--- src/rtl/i2c_regbank_target.sv ---
module i2c_regbank_target #(
  parameter int          SYNC_STAGES = 2,
  parameter logic [2:0]  ADDR_TOP    = 3'b111,
  parameter logic [11:0] TEMP_RESET  = 12'h800,
  parameter logic [7:0]  CTL2_KEEP   = 8'h0C
) (
  input  logic        clk,
  input  logic        rst_n,
  input  logic        scl_i,
  input  logic        sda_i,
  output logic        sda_oe,
  input  logic [1:0]  strap_a1,
  input  logic [1:0]  strap_a0,
  input  logic        res_we,
  input  logic [2:0]  res_sel,
  input  logic [11:0] res_data,
  output logic [7:0]  ctl1_q,
  output logic [7:0]  ctl2_q
);
  localparam int         NRES      = 5;
  localparam logic [2:0] NRES_L    = 3'(NRES);
  localparam logic [7:0] RES_BYTES = 8'(2 * NRES);
  localparam logic [7:0] CTL1_ADR  = RES_BYTES;
  localparam logic [7:0] CTL2_ADR  = RES_BYTES + 8'd1;
  localparam int         LR_BIT    = 4;

  typedef enum logic [2:0] {S_IDLE, S_RX, S_ACKO, S_TX, S_ACKI} st_t;
  typedef enum logic [1:0] {B_ADDR, B_PTR, B_DATA} role_t;

  logic [SYNC_STAGES:0] scl_p, sda_p;
  logic scl_s, scl_d, sda_s, sda_d;
  logic scl_rise, scl_fall, start_c, stop_c;

  st_t         st;
  role_t       role;
  logic [3:0]  cnt;
  logic [7:0]  sh, ptr, rd_byte, ctl1, ctl2;
  logic        rd_mode, m_ack;
  logic [11:0] res_q [NRES];
  logic [3:0]  shadow_lo;
  logic [2:0]  shadow_pair;
  logic        shadow_ok;
  logic        rx_done, addr_hit, wr_fire, ld_fire;

  always_ff @(posedge clk or negedge rst_n) begin
    if (!rst_n) begin
      scl_p <= '1;
      sda_p <= '1;
    end else begin
      scl_p <= {scl_p[SYNC_STAGES-1:0], scl_i};
      sda_p <= {sda_p[SYNC_STAGES-1:0], sda_i};
    end
  end

  assign scl_s    = scl_p[SYNC_STAGES-1];
  assign scl_d    = scl_p[SYNC_STAGES];
  assign sda_s    = sda_p[SYNC_STAGES-1];
  assign sda_d    = sda_p[SYNC_STAGES];
  assign scl_rise = scl_s & ~scl_d;
  assign scl_fall = ~scl_s & scl_d;
  assign start_c  = scl_s & scl_d & sda_d & ~sda_s;
  assign stop_c   = scl_s & scl_d & ~sda_d & sda_s;

  assign rx_done  = (st == S_RX) && scl_fall && (cnt == 4'd8);
  assign addr_hit = (sh[7:1] == {ADDR_TOP, strap_a1, strap_a0});
  assign wr_fire  = rx_done && (role == B_DATA) && !stop_c && !start_c;
  assign ld_fire  = !stop_c && !start_c && scl_fall &&
                    (((st == S_ACKO) && rd_mode) || ((st == S_ACKI) && m_ack));

  assign sda_oe = (st == S_ACKO) || ((st == S_TX) && !sh[7]);
  assign ctl1_q = ctl1;
  assign ctl2_q = ctl2;

  always_comb begin
    rd_byte = 8'h00;
    if (ptr < RES_BYTES) begin
      if (!ptr[0])
        rd_byte = res_q[ptr[3:1]][11:4];
      else if (shadow_ok && (shadow_pair == ptr[3:1]))
        rd_byte = {shadow_lo, 4'h0};
      else
        rd_byte = {res_q[ptr[3:1]][3:0], 4'h0};
    end else if (ptr == CTL1_ADR) begin
      rd_byte = ctl1;
    end else if (ptr == CTL2_ADR) begin
      rd_byte = ctl2;
    end
  end

  always_ff @(posedge clk or negedge rst_n) begin
    if (!rst_n) begin
      for (int i = 0; i < NRES; i++)
        res_q[i] <= (i == NRES - 1) ? TEMP_RESET : 12'h000;
    end else if (res_we && (res_sel < NRES_L)) begin
      res_q[res_sel] <= res_data;
    end
  end

  always_ff @(posedge clk or negedge rst_n) begin
    if (!rst_n) begin
      ctl1 <= 8'h00;
      ctl2 <= 8'h00;
    end else begin
      ctl1[LR_BIT] <= 1'b0;
      if (wr_fire && (ptr == CTL1_ADR)) ctl1 <= sh;
      if (wr_fire && (ptr == CTL2_ADR)) ctl2 <= sh & CTL2_KEEP;
    end
  end

  always_ff @(posedge clk or negedge rst_n) begin
    if (!rst_n) begin
      shadow_lo   <= 4'h0;
      shadow_pair <= 3'd0;
      shadow_ok   <= 1'b0;
    end else if (stop_c) begin
      shadow_ok <= 1'b0;
    end else if (ld_fire && (ptr < RES_BYTES)) begin
      if (!ptr[0]) begin
        shadow_lo   <= res_q[ptr[3:1]][3:0];
        shadow_pair <= ptr[3:1];
        shadow_ok   <= 1'b1;
      end else begin
        shadow_ok <= 1'b0;
      end
    end
  end

  always_ff @(posedge clk or negedge rst_n) begin
    if (!rst_n) begin
      st      <= S_IDLE;
      role    <= B_ADDR;
      cnt     <= 4'd0;
      sh      <= 8'h00;
      ptr     <= 8'h00;
      rd_mode <= 1'b0;
      m_ack   <= 1'b0;
    end else if (stop_c) begin
      st <= S_IDLE;
    end else if (start_c) begin
      st   <= S_RX;
      role <= B_ADDR;
      cnt  <= 4'd0;
    end else begin
      case (st)
        S_RX: begin
          if (scl_rise) begin
            sh  <= {sh[6:0], sda_s};
            cnt <= cnt + 4'd1;
          end else if (rx_done) begin
            case (role)
              B_ADDR: begin
                if (addr_hit) begin
                  st      <= S_ACKO;
                  rd_mode <= sh[0];
                  role    <= B_PTR;
                end else begin
                  st <= S_IDLE;
                end
              end
              B_PTR: begin
                ptr  <= sh;
                role <= B_DATA;
                st   <= S_ACKO;
              end
              default: begin
                ptr <= ptr + 8'd1;
                st  <= S_ACKO;
              end
            endcase
          end
        end
        S_ACKO: begin
          if (scl_fall) begin
            cnt <= 4'd0;
            if (rd_mode) begin
              st  <= S_TX;
              sh  <= rd_byte;
              ptr <= ptr + 8'd1;
            end else begin
              st <= S_RX;
            end
          end
        end
        S_TX: begin
          if (scl_fall) begin
            sh  <= {sh[6:0], 1'b0};
            cnt <= cnt + 4'd1;
            if (cnt == 4'd7) st <= S_ACKI;
          end
        end
        S_ACKI: begin
          if (scl_rise) begin
            m_ack <= ~sda_s;
          end else if (scl_fall) begin
            if (m_ack) begin
              st  <= S_TX;
              cnt <= 4'd0;
              sh  <= rd_byte;
              ptr <= ptr + 8'd1;
            end else begin
              st <= S_IDLE;
            end
          end
        end
        default: ;
      endcase
    end
  end
endmodule

--- config.mk ---
export PLATFORM = sky130hd
export DESIGN_NAME = i2c_regbank_target
export DESIGN_NICKNAME = d
export VERILOG_FILES = /design/src/rtl/i2c_regbank_target.sv
export SDC_FILE = /design/constraint.sdc
export NUM_CORES = 1
export LEC_CHECK = 0
export BUFFER_PORTS_ARGS = -buffer_cell sky130_fd_sc_hd__buf_2
export CORE_ASPECT_RATIO = 0.75
export CORE_UTILIZATION = 40
export DETAILED_ROUTE_END_ITERATION = 7
export GPL_TIMING_DRIVEN = 0
export SETUP_SLACK_MARGIN = 0.3
export SLEW_MARGIN = 0
export SYNTH_ARGS = -nofsm -noshare
export SYNTH_HDL_FRONTEND = slang
export SYNTH_SLANG_ARGS = --single-unit
--- constraint.sdc ---
create_clock -name clk -period 4.08 [get_ports clk]
set_clock_uncertainty 0.05 [all_clocks]
set_input_delay 0.816 -clock clk [delete_from_list [all_inputs] [get_ports clk]]
set_output_delay 0.816 -clock clk [all_outputs]
set_load 0.02 [all_outputs]
==> key figures, run 1 <==
Logic synthesis
  • Syn Area/Cell: between 10 and 15 µm²
  • FF+latch count, synth: about 110
  • Unique masters post-synth: between 60 and 70
  • Post-synthesis cell count: about 530
  • Top_reg_cell synth: dfrtp_1
  • Post-synth ARST share: between 90% and 100%
  • Post-synthesis sequential area ratio: ~48%
  • EDFF count, synth: 0
  • Yosys warns: 0
  • Mapped Area: just under 6000 µm²

Cells and area
  • Ant diodes: 0
  • Fin nets: 605
  • Register area: roughly 2800 µm²
  • Layout cells sized above 1: approximately 29%
  • Footprint of the multi-input gates: roughly 2800 µm²
  • Fillers: ~1.3k
  • Final Non-Filler Cells: 777
  • Area Growth Syn to Fin: 13.4%

Detailed routing
  • Post-DRT Antenna Nets: 0
  • Drt drc: 0
  • Via count: 4436
  • WL final: around 15 mm
  • Drt pass-1 iters: 8
  • First DRT Iteration DRCs: around 490
  • Per-cell routed wire length: 19.2 µm
  • Via density: ~5.7

Power and ir drop
  • PD cells: between 600 and 700 nW/µm²
  • Leak Pwr: around 0.0029 µW
  • Tot Pwr: ~4200 µW
  • Peak supply drop: 0.245 mV

Timing
  • RSZ-0062 raised after global routing: false
  • Rel. slew slack: approximately half
  • Final TNS setup: 0 ns
  • Setup violations, final: 0
  • Worst-Margin Slew: about 0.78 ns
  • Tcrit/Tclk final: around 67%
  • Final hold violations: 0
  • Final Slew Violations: 0
  • Setup slack after layout: ~1.4 ns
  • Final Hold Slack: between 0.3 and 0.4 ns
  • Max Freq: roughly 370 MHz
  • Fin crit period: about 2.7 ns

Die
  • # rows: 37
  • Starting Density: a little over two fifths
  • Io pins: 41
  • Die height: about 110 µm
  • Die X: between 100 and 150 µm
  • DIE AREA: ~15000 µm²
  • Core area: ~14000 µm²

Global routing
  • Number of global-route vias before repair: between 4k and 5k
  • GRT Total Usage: 21.1%
  • Largest net degree at the start of global routing: 59
  • Initial antenna violation count: 0
  • First-pass GRT wire length: between 20 and 25 mm
  • GRT overflow: 0

Placement
  • Inst Count DP: around 760
  • GP Congestion: ~0.94
  • Pre-CTS setup slack: roughly 1.4 ns
  • PortBufs: 34
  • Final HPWL DP: about 11 mm

Clocking
  • Setup repair bufs after CTS: 0
  • Cts hold-fix bufs: 0
  • CTS resizes: 0
  • # clock sinks: 111
  • Clock root cell: clkbuf_16
  • Worst skew pair latency: between 0.3 and 0.4 ns
  • CTS HTree Levels: 3
  • Clock Pin Slew Worst Setup and Hold Paths: about 0.070 ns
  • Total CTS buffers: 9
  • TritonCTS clock tree: yes
  • Max clock buf depth: 2

Min path
  • Hold path start: sda_p[0]
  • Worst Hold Class: reg -> reg

Setup path
  • Critical Path AT: between 2 and 3 ns
  • Worst-path fanout max: 10
  • WP data required: approximately 4.3 ns
  • Critical path type: reg -> reg
  • Worst r2r src: scl_p[2]
  • CP endpoint kind: register
  • CP Launch Type: register
  • Critical Path Start: scl_p[2]

Outcome
  • Status: finished, final reports clean

Job
  • Maxcap violations: 0
==> where the power goes <==
group	internal (µW)	total [µW]	leakage [µW]	switching, µW
registers	1350	1570	0.00137	227
clock network	541	957	0.000156	416
logic	678	1680	0.00134	1000
==> registers in the layout, indices dropped and copies added, names as in the netlist <==
register,flops
sda_p,3
st,3
res_q,60
scl_p,3
shadow_ok,1
shadow_pair,3
sh,8
role,2
ptr,8
ctl1_q,8
cnt,4
ctl2_q,2
rd_mode,1
shadow_lo,4
m_ack,1
==> logic make-up (layout without fill, tap and decap cells) <==
family / after synthesis / in the layout / share of synthesized area (%)
flip-flops: 111 / 111 / 47.8
buffers and inverters: 46 / 97 / 3.91
other: 1 / 6 / 0.0644
XOR/XNOR: 8 / 8 / 1.20
AO/OA/AOI/OAI: 113 / 113 / 13.3
multiplexers: 96 / 96 / 18.8
AND/OR/NAND/NOR: 147 / 147 / 14.1
adder cells (fa/ha/maj): 4 / 4 / 0.859
==> worst paths after layout <==
check,end,slack [ns],cells past startpoint
max,ptr[1],1.35,6
min,sda_p[1],0.31,0
max reg2reg,ptr[1],1.35,6
min reg2reg,sda_p[1],0.31,0
max in group asynchronous,scl_p[2],2.78,2
min in group asynchronous,m_ack,0.47,1
==> cells in the mapped netlist (5+ instances only) <==
cell / instances / share of area (%)
nor3_1: 6 / 0.52
mux2_2: 74 / 14
clkbuf_1: 12 / 0.77
o21ai_1: 7 / 0.60
nor2_1: 19 / 1.2
nand4_1: 5 / 0.54
buf_2: 11 / 0.94
a211oi_1: 6 / 0.77
nand3_1: 18 / 1.5
buf_4: 7 / 0.90
a31oi_1: 5 / 0.54
o211ai_1: 12 / 1.5
inv_1: 11 / 0.71
a21oi_1: 21 / 1.8
nand2b_1: 12 / 1.3
nand3b_1: 8 / 1.0
o21ai_0: 19 / 1.6
dfstp_2: 7 / 3.2
nor2b_1: 8 / 0.86
mux2i_1: 17 / 2.9
dfrtp_1: 104 / 45
and3_1: 7 / 0.75
xor2_1: 6 / 0.90
nand2_1: 36 / 2.3
o2bb2ai_1: 5 / 0.75
==> layout by cell type, fill, tap and decap left out, drive strengths merged, types with 5 or more instances in the layout <==
| cell type | n |
|---|---|
| nor2 | 19 |
| and3 | 7 |
| a211oi | 6 |
| o211ai | 12 |
| dfstp | 7 |
| nand2b | 12 |
| nand3 | 18 |
| nand4 | 5 |
| nand2 | 36 |
| nor4 | 5 |
| inv | 13 |
| nor3 | 6 |
| xor2 | 6 |
| nand3b | 8 |
| clkbuf | 21 |
| a21oi | 21 |
| mux2 | 76 |
| conb | 6 |
| mux2i | 17 |
| a31oi | 5 |
| o2bb2ai | 5 |
| nor2b | 8 |
| o21ai | 27 |
| dfrtp | 104 |
| buf | 58 |
==> cell type report <==
| type | count | area share [%] |
|---|---|---|
| Clock buffer | 9 | 3.41 |
| Inverter | 11 | 0.625 |
| Tap cell | 195 | 3.69 |
| Timing Repair Buffer | 35 | 3.03 |
| Clock inverter | 7 | 1.44 |
| Buffer | 35 | 2.82 |
| Sequential cell | 111 | 42.2 |
| Multi-Input combinational cell | 374 | 42.8 |
==> critical path: stages, from the launching register on <==
cell and delay, ns:
dfstp_2 0.52, buf_2 0.19, nor2b_1 0.45, nand4b_1 0.27, o21ai_2 0.47, and2_1 0.30, mux2_2 0.37
==> layer usage <==
layer | routed length [µm] | track usage (%) | part of all wire [%] | vias to the layer above
met5 | 0 | 0 | 0 | -
met4 | 148 | 4.43 | 0.99 | 0
met3 | 981 | 6.04 | 6.6 | 14
met2 | 6460 | 30.7 | 43 | 167
met1 | 7340 | 31.0 | 49 | 2225
li1 | - | - | - | 2030
==> metrics by stage <==
step | utilization (%) | cell area [µm²]
6_report | 47.3 | 6610
5_1_grt | 47.3 | 6610
4_1_cts | 47.3 | 6610
3_5_place_dp | 45.0 | 6290
3_3_place_gp | 44.8 | 6260
2_1_floorplan | - | 5840
Note: power is estimated with default switching activity, not from simulation.
==> run 2: changes to the inputs <==
--- a/config.mk
+++ b/config.mk
@@ -5,6 +5,7 @@
 export SDC_FILE = /design/constraint.sdc
 export NUM_CORES = 1
 export LEC_CHECK = 0
+export ABC_AREA = 1
 export BUFFER_PORTS_ARGS = -buffer_cell sky130_fd_sc_hd__buf_2
 export CORE_ASPECT_RATIO = 0.75
 export CORE_UTILIZATION = 40
==> constraint.sdc (replaced) <==
create_clock -name clk -period 2.5 [get_ports clk]
set_clock_uncertainty 0.05 [all_clocks]
set_input_delay 0.5 -clock clk [delete_from_list [all_inputs] [get_ports clk]]
set_output_delay 0.5 -clock clk [all_outputs]
set_load 0.02 [all_outputs]
==> key figures, run 2 <==
Outcome
  • Status: finished, final reports clean

Logic synthesis
  • Syn Area/Cell: ~7.7 µm²
  • Synth area leaders: dfrtp_1 (44%), nand2_1 (15%), o21ai_0 (7.8%)
  • Post-synthesis sequential area ratio: ~47%
  • Commonest cells in the netlist: nand2_1 (228), dfrtp_1 (104), o21ai_0 (92), inv_1 (80), nor2_1 (57)
  • Most numerous cell in the Yosys netlist: nand2_1
  • Top_reg_cell synth: dfrtp_1
  • Synth top area share: around 44%
  • Adder-cell share of the synthesized area: less than 1%
  • FF+latch count, synth: approximately 110
  • Area leader, netlist: dfrtp_1
  • Largest family of logic cells by synthesized area: simple AND/OR/NAND/NOR gates
  • Post-synthesis mux area share: 0.170%
  • Post-synth ARST share: 100%
  • Mapped Area: between 5000 and 6000 µm²
  • Compound-Gate Fraction of Synth Area: ~15%
  • Synth Area in Simple Gates: approximately 27%
  • Xor/xnor cell area share of the yosys netlist: less than 1%
  • Unique masters post-synth: 42
  • Yosys warns: 0
  • Post-synthesis cell count: 763
  • EDFF count, synth: 0

Min path
  • Hold path start: sda_i
  • Worst Hold Class: in -> reg
  • Hold path cells: 1
  • WHS Endpoint: sda_p[0]

Detailed routing
  • WL final: 14.9 mm
  • Post-DRT Antenna Nets: 0
  • Via count: a little over 5k
  • Drt pass-1 iters: 5
  • Per-cell routed wire length: between 10 and 15 µm
  • First DRT Iteration DRCs: between 300 and 400
  • Drt drc: 0
  • Via density: between 5 and 6

Cells and area
  • Commonest non-fill, non-tap cell in the layout: nand2_1
  • Register area: 2790 µm²
  • Top reg by flops: res_q
  • Area Growth Syn to Fin: 13.3%
  • Footprint of the multi-input gates: 2570 µm²
  • Max reg flops: 60
  • Post-layout util: between 40% and 50%
  • Fillers: ~1.4k
  • Ant diodes: 0
  • Fin nets: 843
  • Layout cells sized above 1: 14.9%
  • Commonest non-fill, non-tap cells in the layout: nand2_1 (228), dfrtp_1 (104), o21ai_0 (92), inv_1 (80), nor2_1 (57)

Global routing
  • Number of global-route vias before repair: 4730
  • First-pass GRT wire length: ~25 mm
  • GRT Total Usage: 21.4%
  • Initial antenna violation count: 0
  • Largest net degree at the start of global routing: 83
  • GRT overflow: 0

Clocking
  • Clock Pin Slew Worst Setup and Hold Paths: 0.07 ns
  • Total CTS buffers: 9
  • Worst skew pair latency: around 0.36 ns
  • # clock sinks: 111
  • Setup repair bufs after CTS: 0
  • Max clock buf depth: 2
  • CTS HTree Levels: 3
  • Clock root cell: clkbuf_16
  • TritonCTS clock tree: yes
  • CTS resizes: 0

Placement
  • Final HPWL DP: between 10 and 15 mm
  • GP Congestion: 0.873
  • PortBufs: 34

Setup path
  • R2r worst-path depth: 9
  • Reg2reg end: sh[3]
  • CP Launch Type: register
  • CP Cell Sequence: buf_2, clkinv_1, ha_1, nand2_2, nor2_4, buf_6, o21ai_0, nand3_1, a21boi_2
  • Worst R2R Setup Slack: about 0.47 ns
  • Worst-path fanout max: 10
  • Slowest-stage cell, CP: dfrtp_1
  • Critical path type: reg -> reg
  • Critical Path Start: ptr[0]
  • CP bufs+invs: 3
  • Delay-heaviest family, CP: buffers and inverters
  • WP data required: between 2 and 3 ns
  • Worst r2r src: ptr[0]
  • Critical Path AT: 2.28 ns
  • Slowest stage delay, CP: ~0.35 ns
  • CP endpoint kind: register

Power and ir drop
  • PD cells: 963 nW/µm²
  • Tot Pwr: 6430 µW
  • Peak supply drop: 0.458 mV
  • Leak Pwr: 0.00330 µW

Die
  • DIE AREA: between 15000 and 20000 µm²
  • # rows: 37
  • Starting Density: about two fifths
  • Die height: between 100 and 150 µm
  • Io pins: between 40 and 50
  • Die X: approximately 140 µm
  • Core area: roughly 14000 µm²

Timing
  • Worst-Margin Slew: ~0.52 ns
  • Final Slew Violations: 0
  • Setup violations, final: 0
  • Fin crit period: 2.03 ns
  • Max Freq: slightly below 500 MHz
  • RSZ-0062 raised after global routing: false
  • Tcrit/Tclk final: about 80%
  • Final Hold Slack: 0.183 ns
  • Rel. slew slack: between 60% and 70%
  • Final hold violations: 0

Job
  • Maxcap violations: 0
[run 2: power by group]
group	switching, µW	internal (µW)
registers	272	2180
logic	1600	878
clock network	684	810
[run 2: worst reg2reg max path, stage by stage, from the launching register on]
cell and delay, ns:
dfrtp_1 0.35, buf_2 0.24, clkinv_1 0.31, ha_1 0.31, nand2_2 0.09, nor2_4 0.05
buf_6 0.13, o21ai_0 0.19, nand3_1 0.12, a21boi_2 0.13
[run 2: per-layer routing]
layer | track usage, % | vias up | part of all wire (%)
met4 | 5.99 | 0 | 1.2
met5 | 0 | - | 0
met3 | 3.93 | 12 | 4.9
li1 | - | 2514 | -
met2 | 28.9 | 129 | 40
met1 | 33.9 | 2432 | 54
[run 2: what timing repair did]
item                       CTS  global route
hold endpoints to repair    26             0
hold buffers                 1             0
setup endpoints to repair    0             0
[run 2: logic make-up (layout without fill, tap and decap cells)]
kind of cell / count (synthesis) / in the layout
muxes: 1 / 1
xor gates and xnor gates: 6 / 6
DFF: 111 / 111
adders and majority gates: 4 / 4
AOI/OAI and AO/OA: 156 / 156
other: 1 / 6
buffers and inverters: 123 / 175
and+or+nand+nor: 361 / 361
[run 2: worst max path at each step]
stage	to	slack, ns	depth (start not counted)
floorplan	sh[3]	0.85	10
global placement	shadow_lo[1]	-0.47	1
detailed placement	sh[2]	0.51	9
CTS	sh[2]	0.49	9
global route	sh[3]	0.31	9
finish	sh[3]	0.47	9
[run 2: layout make-up]
type                            count  area share (%)
Inverter                           89            5.05
Timing Repair Buffer               36            3.21
Tap cell                          195            3.66
Buffer                             34            3.21
Sequential cell                   111            41.8
Multi-Input combinational cell    534            38.5
Clock inverter                      6            1.01
Clock buffer                       10            3.58
[run 2: through the flow]
stage	instance area [µm²]	setup WS, ns	instances	TNS, ns
2_1_floorplan	5910	0.850	768	0
3_3_place_gp	6320	-0.475	997	-48.58
3_5_place_dp	6350	0.509	998	0
4_1_cts	6670	0.485	1015	0
5_1_grt	6670	0.315	1015	0
6_report	6670	0.470	1015	0
==> run 3: changes to the inputs <==
==> constraint.sdc (replaced) <==
create_clock -name clk -period 2 [get_ports clk]
set_clock_uncertainty 0.05 [all_clocks]
set_input_delay 0.4 -clock clk [delete_from_list [all_inputs] [get_ports clk]]
set_output_delay 0.4 -clock clk [all_outputs]
set_load 0.02 [all_outputs]
==> key figures, run 3 (synthesized netlist as in run 2, its figures left out) <==
Outcome
  • Status: finished, final reports clean

Die
  • Die X: 142 µm
  • DIE AREA: between 15000 and 20000 µm²
  • Starting Density: about two fifths
  • Die height: roughly 110 µm
  • Core area: roughly 14000 µm²
  • # rows: 37
  • Io pins: 41

Detailed routing
  • Drt pass-1 iters: 4
  • WL final: about 16 mm
  • Via count: approximately 5.3k
  • Per-cell routed wire length: ~15 µm
  • Drt drc: 0
  • First DRT Iteration DRCs: between 300 and 400
  • Via density: between 5 and 6
  • Post-DRT Antenna Nets: 0

Clocking
  • CTS HTree Levels: 3
  • Worst skew pair latency: 0.36 ns
  • TritonCTS clock tree: yes
  • # clock sinks: 111
  • Total CTS buffers: 9
  • Clock Pin Slew Worst Setup and Hold Paths: ~0.08 ns
  • Max clock buf depth: 2
  • Clock root cell: clkbuf_16

Setup path
  • CP endpoint kind: register
  • CP Cell Sequence: inv_1, nand3_4, inv_2, nand2_2, nor4_4, nand2_2, buf_6, nand2_2, o21ai_2
  • Critical path's most frequent cell: nand2_2
  • Critical path type: reg -> reg
  • Worst-path fanout max: 6
  • Slowest stage delay, CP: approximately 0.46 ns
  • WP data required: roughly 2.2 ns
  • Critical Path AT: slightly above 2 ns
  • CP Launch Type: register
  • Slowest-stage cell, CP: dfrtp_2

Placement
  • Final HPWL DP: roughly 11 mm
  • PortBufs: 34
  • Pre-CTS setup slack: between 0.009 and 0.01 ns
  • Dpl cell area: between 6000 and 7000 µm²
  • GP Congestion: ~0.87

Job
  • Maxcap violations: 0

Cells and area
  • Top reg by flops: res_q
  • Layout cells sized above 1: roughly 27%
  • Commonest non-fill, non-tap cells in the layout: nand2_1 (206), dfrtp_1 (99), o21ai_0 (81), inv_1 (70), nor2_1 (46)
  • Final instance area: roughly 7300 µm²
  • Fin nets: 881
  • Ant diodes: 0
  • Area Growth Syn to Fin: 24.6%
  • Max reg flops: 60
  • Commonest non-fill, non-tap cell in the layout: nand2_1

Timing
  • RSZ-0062 raised after global routing: true
  • Rel. slew slack: a little under two thirds
  • Fin crit period: between 1.5 and 2 ns
  • Final Slew Violations: 0
  • Max Freq: approximately 540 MHz
  • Tcrit/Tclk final: 92.3%
  • Final TNS setup: 0 ns
  • Setup violations, final: 0
  • Worst-Margin Slew: 0.550 ns
  • Final Hold Slack: approximately 0.082 ns
  • Setup slack after layout: around 0.15 ns
  • Final hold violations: 0

Global routing
  • GRT Total Usage: 22.0%
  • GRT overflow: 0
  • Initial antenna violation count: 0
  • First-pass GRT wire length: 25.5 mm
  • Largest net degree at the start of global routing: 83
  • Number of global-route vias before repair: approximately 4.9k

Power and ir drop
  • PD cells: 1210 nW/µm²
  • Leak Pwr: approximately 0.0036 µW
  • Tot Pwr: between 8000 and 9000 µW
  • Peak supply drop: between 0.6 and 0.7 mV

Min path
  • Worst Hold Class: in -> reg
## run 3: cell types whose count changed in the layout (fill, tap and decap cells not counted), sizes merged
cell / change
buf: +38
## run 3: area by class of cell
cell class              instances  area, µm²
fillers                      1361       6690
plain buffers                  34        265
repair buffers                 74        532
multi-input cells             534       2840
clock buffers                  10        239
clock inverters                 6       67.6
flip-flops and latches        111       2790
well taps                     195        244
inverters                      89        354
## run 3: metal layers
metal / GRT usage, % / wire [µm] / vias to the layer above
met5: 0 / 0 / -
met4: 6.22 / 170 / 0
met3: 4.73 / 879 / 12
met2: 30.4 / 6720 / 142
met1: 33.9 / 8340 / 2592
li1: - / - / 2601
## run 3: worst max-delay path, delay by kind of cell (launching register included)
| kind | cells | cell delay, ns |
|---|---|---|
| buffers and inverters | 3 | 0.46 |
| AND/OR/NAND/NOR | 5 | 0.70 |
| AO/OA/AOI/OAI | 1 | 0.05 |
| flip-flops | 1 | 0.46 |
## run 3: timing repair
item / 4_1_cts / 5_1_grt
gates resized for setup: 46 / 91
setup buffers: 19 / 15
setup endpoints to repair: 42 / 44
pin swaps: 18 / 24
endpoints found under the hold margin: 26 / 0
gates cloned: 2 / 2
hold buffers: 1 / 0
## run 3: worst paths after layout
path                           from        end  slack, ns  depth (start not counted)
min                           sda_i   sda_p[0]       0.08                          1
min in group asynchronous     rst_n  res_q[54]       0.43                          2
max in group asynchronous     rst_n   sda_p[2]       0.72                          3
max reg2reg                   st[2]  ctl1_q[5]       0.15                          9
min reg2reg                scl_p[0]   scl_p[1]       0.31                          0
max                           st[2]  ctl1_q[5]       0.15                          9
## run 3: through the flow
step | cells | utilization, %
floorplan | 768 | -
global placement | 997 | 45.1
detailed placement | 998 | 45.3
CTS | 1036 | 49.5
global route | 1053 | 52.3
finish | 1053 | 52.3
## run 3: power by group
group	leakage, µW	switching [µW]	internal (µW)
Sequential	0.00139	359	2730
Combinational	0.00203	2350	1570
Clock	0.000150	870	1010
Total	0.00357	3580	5320
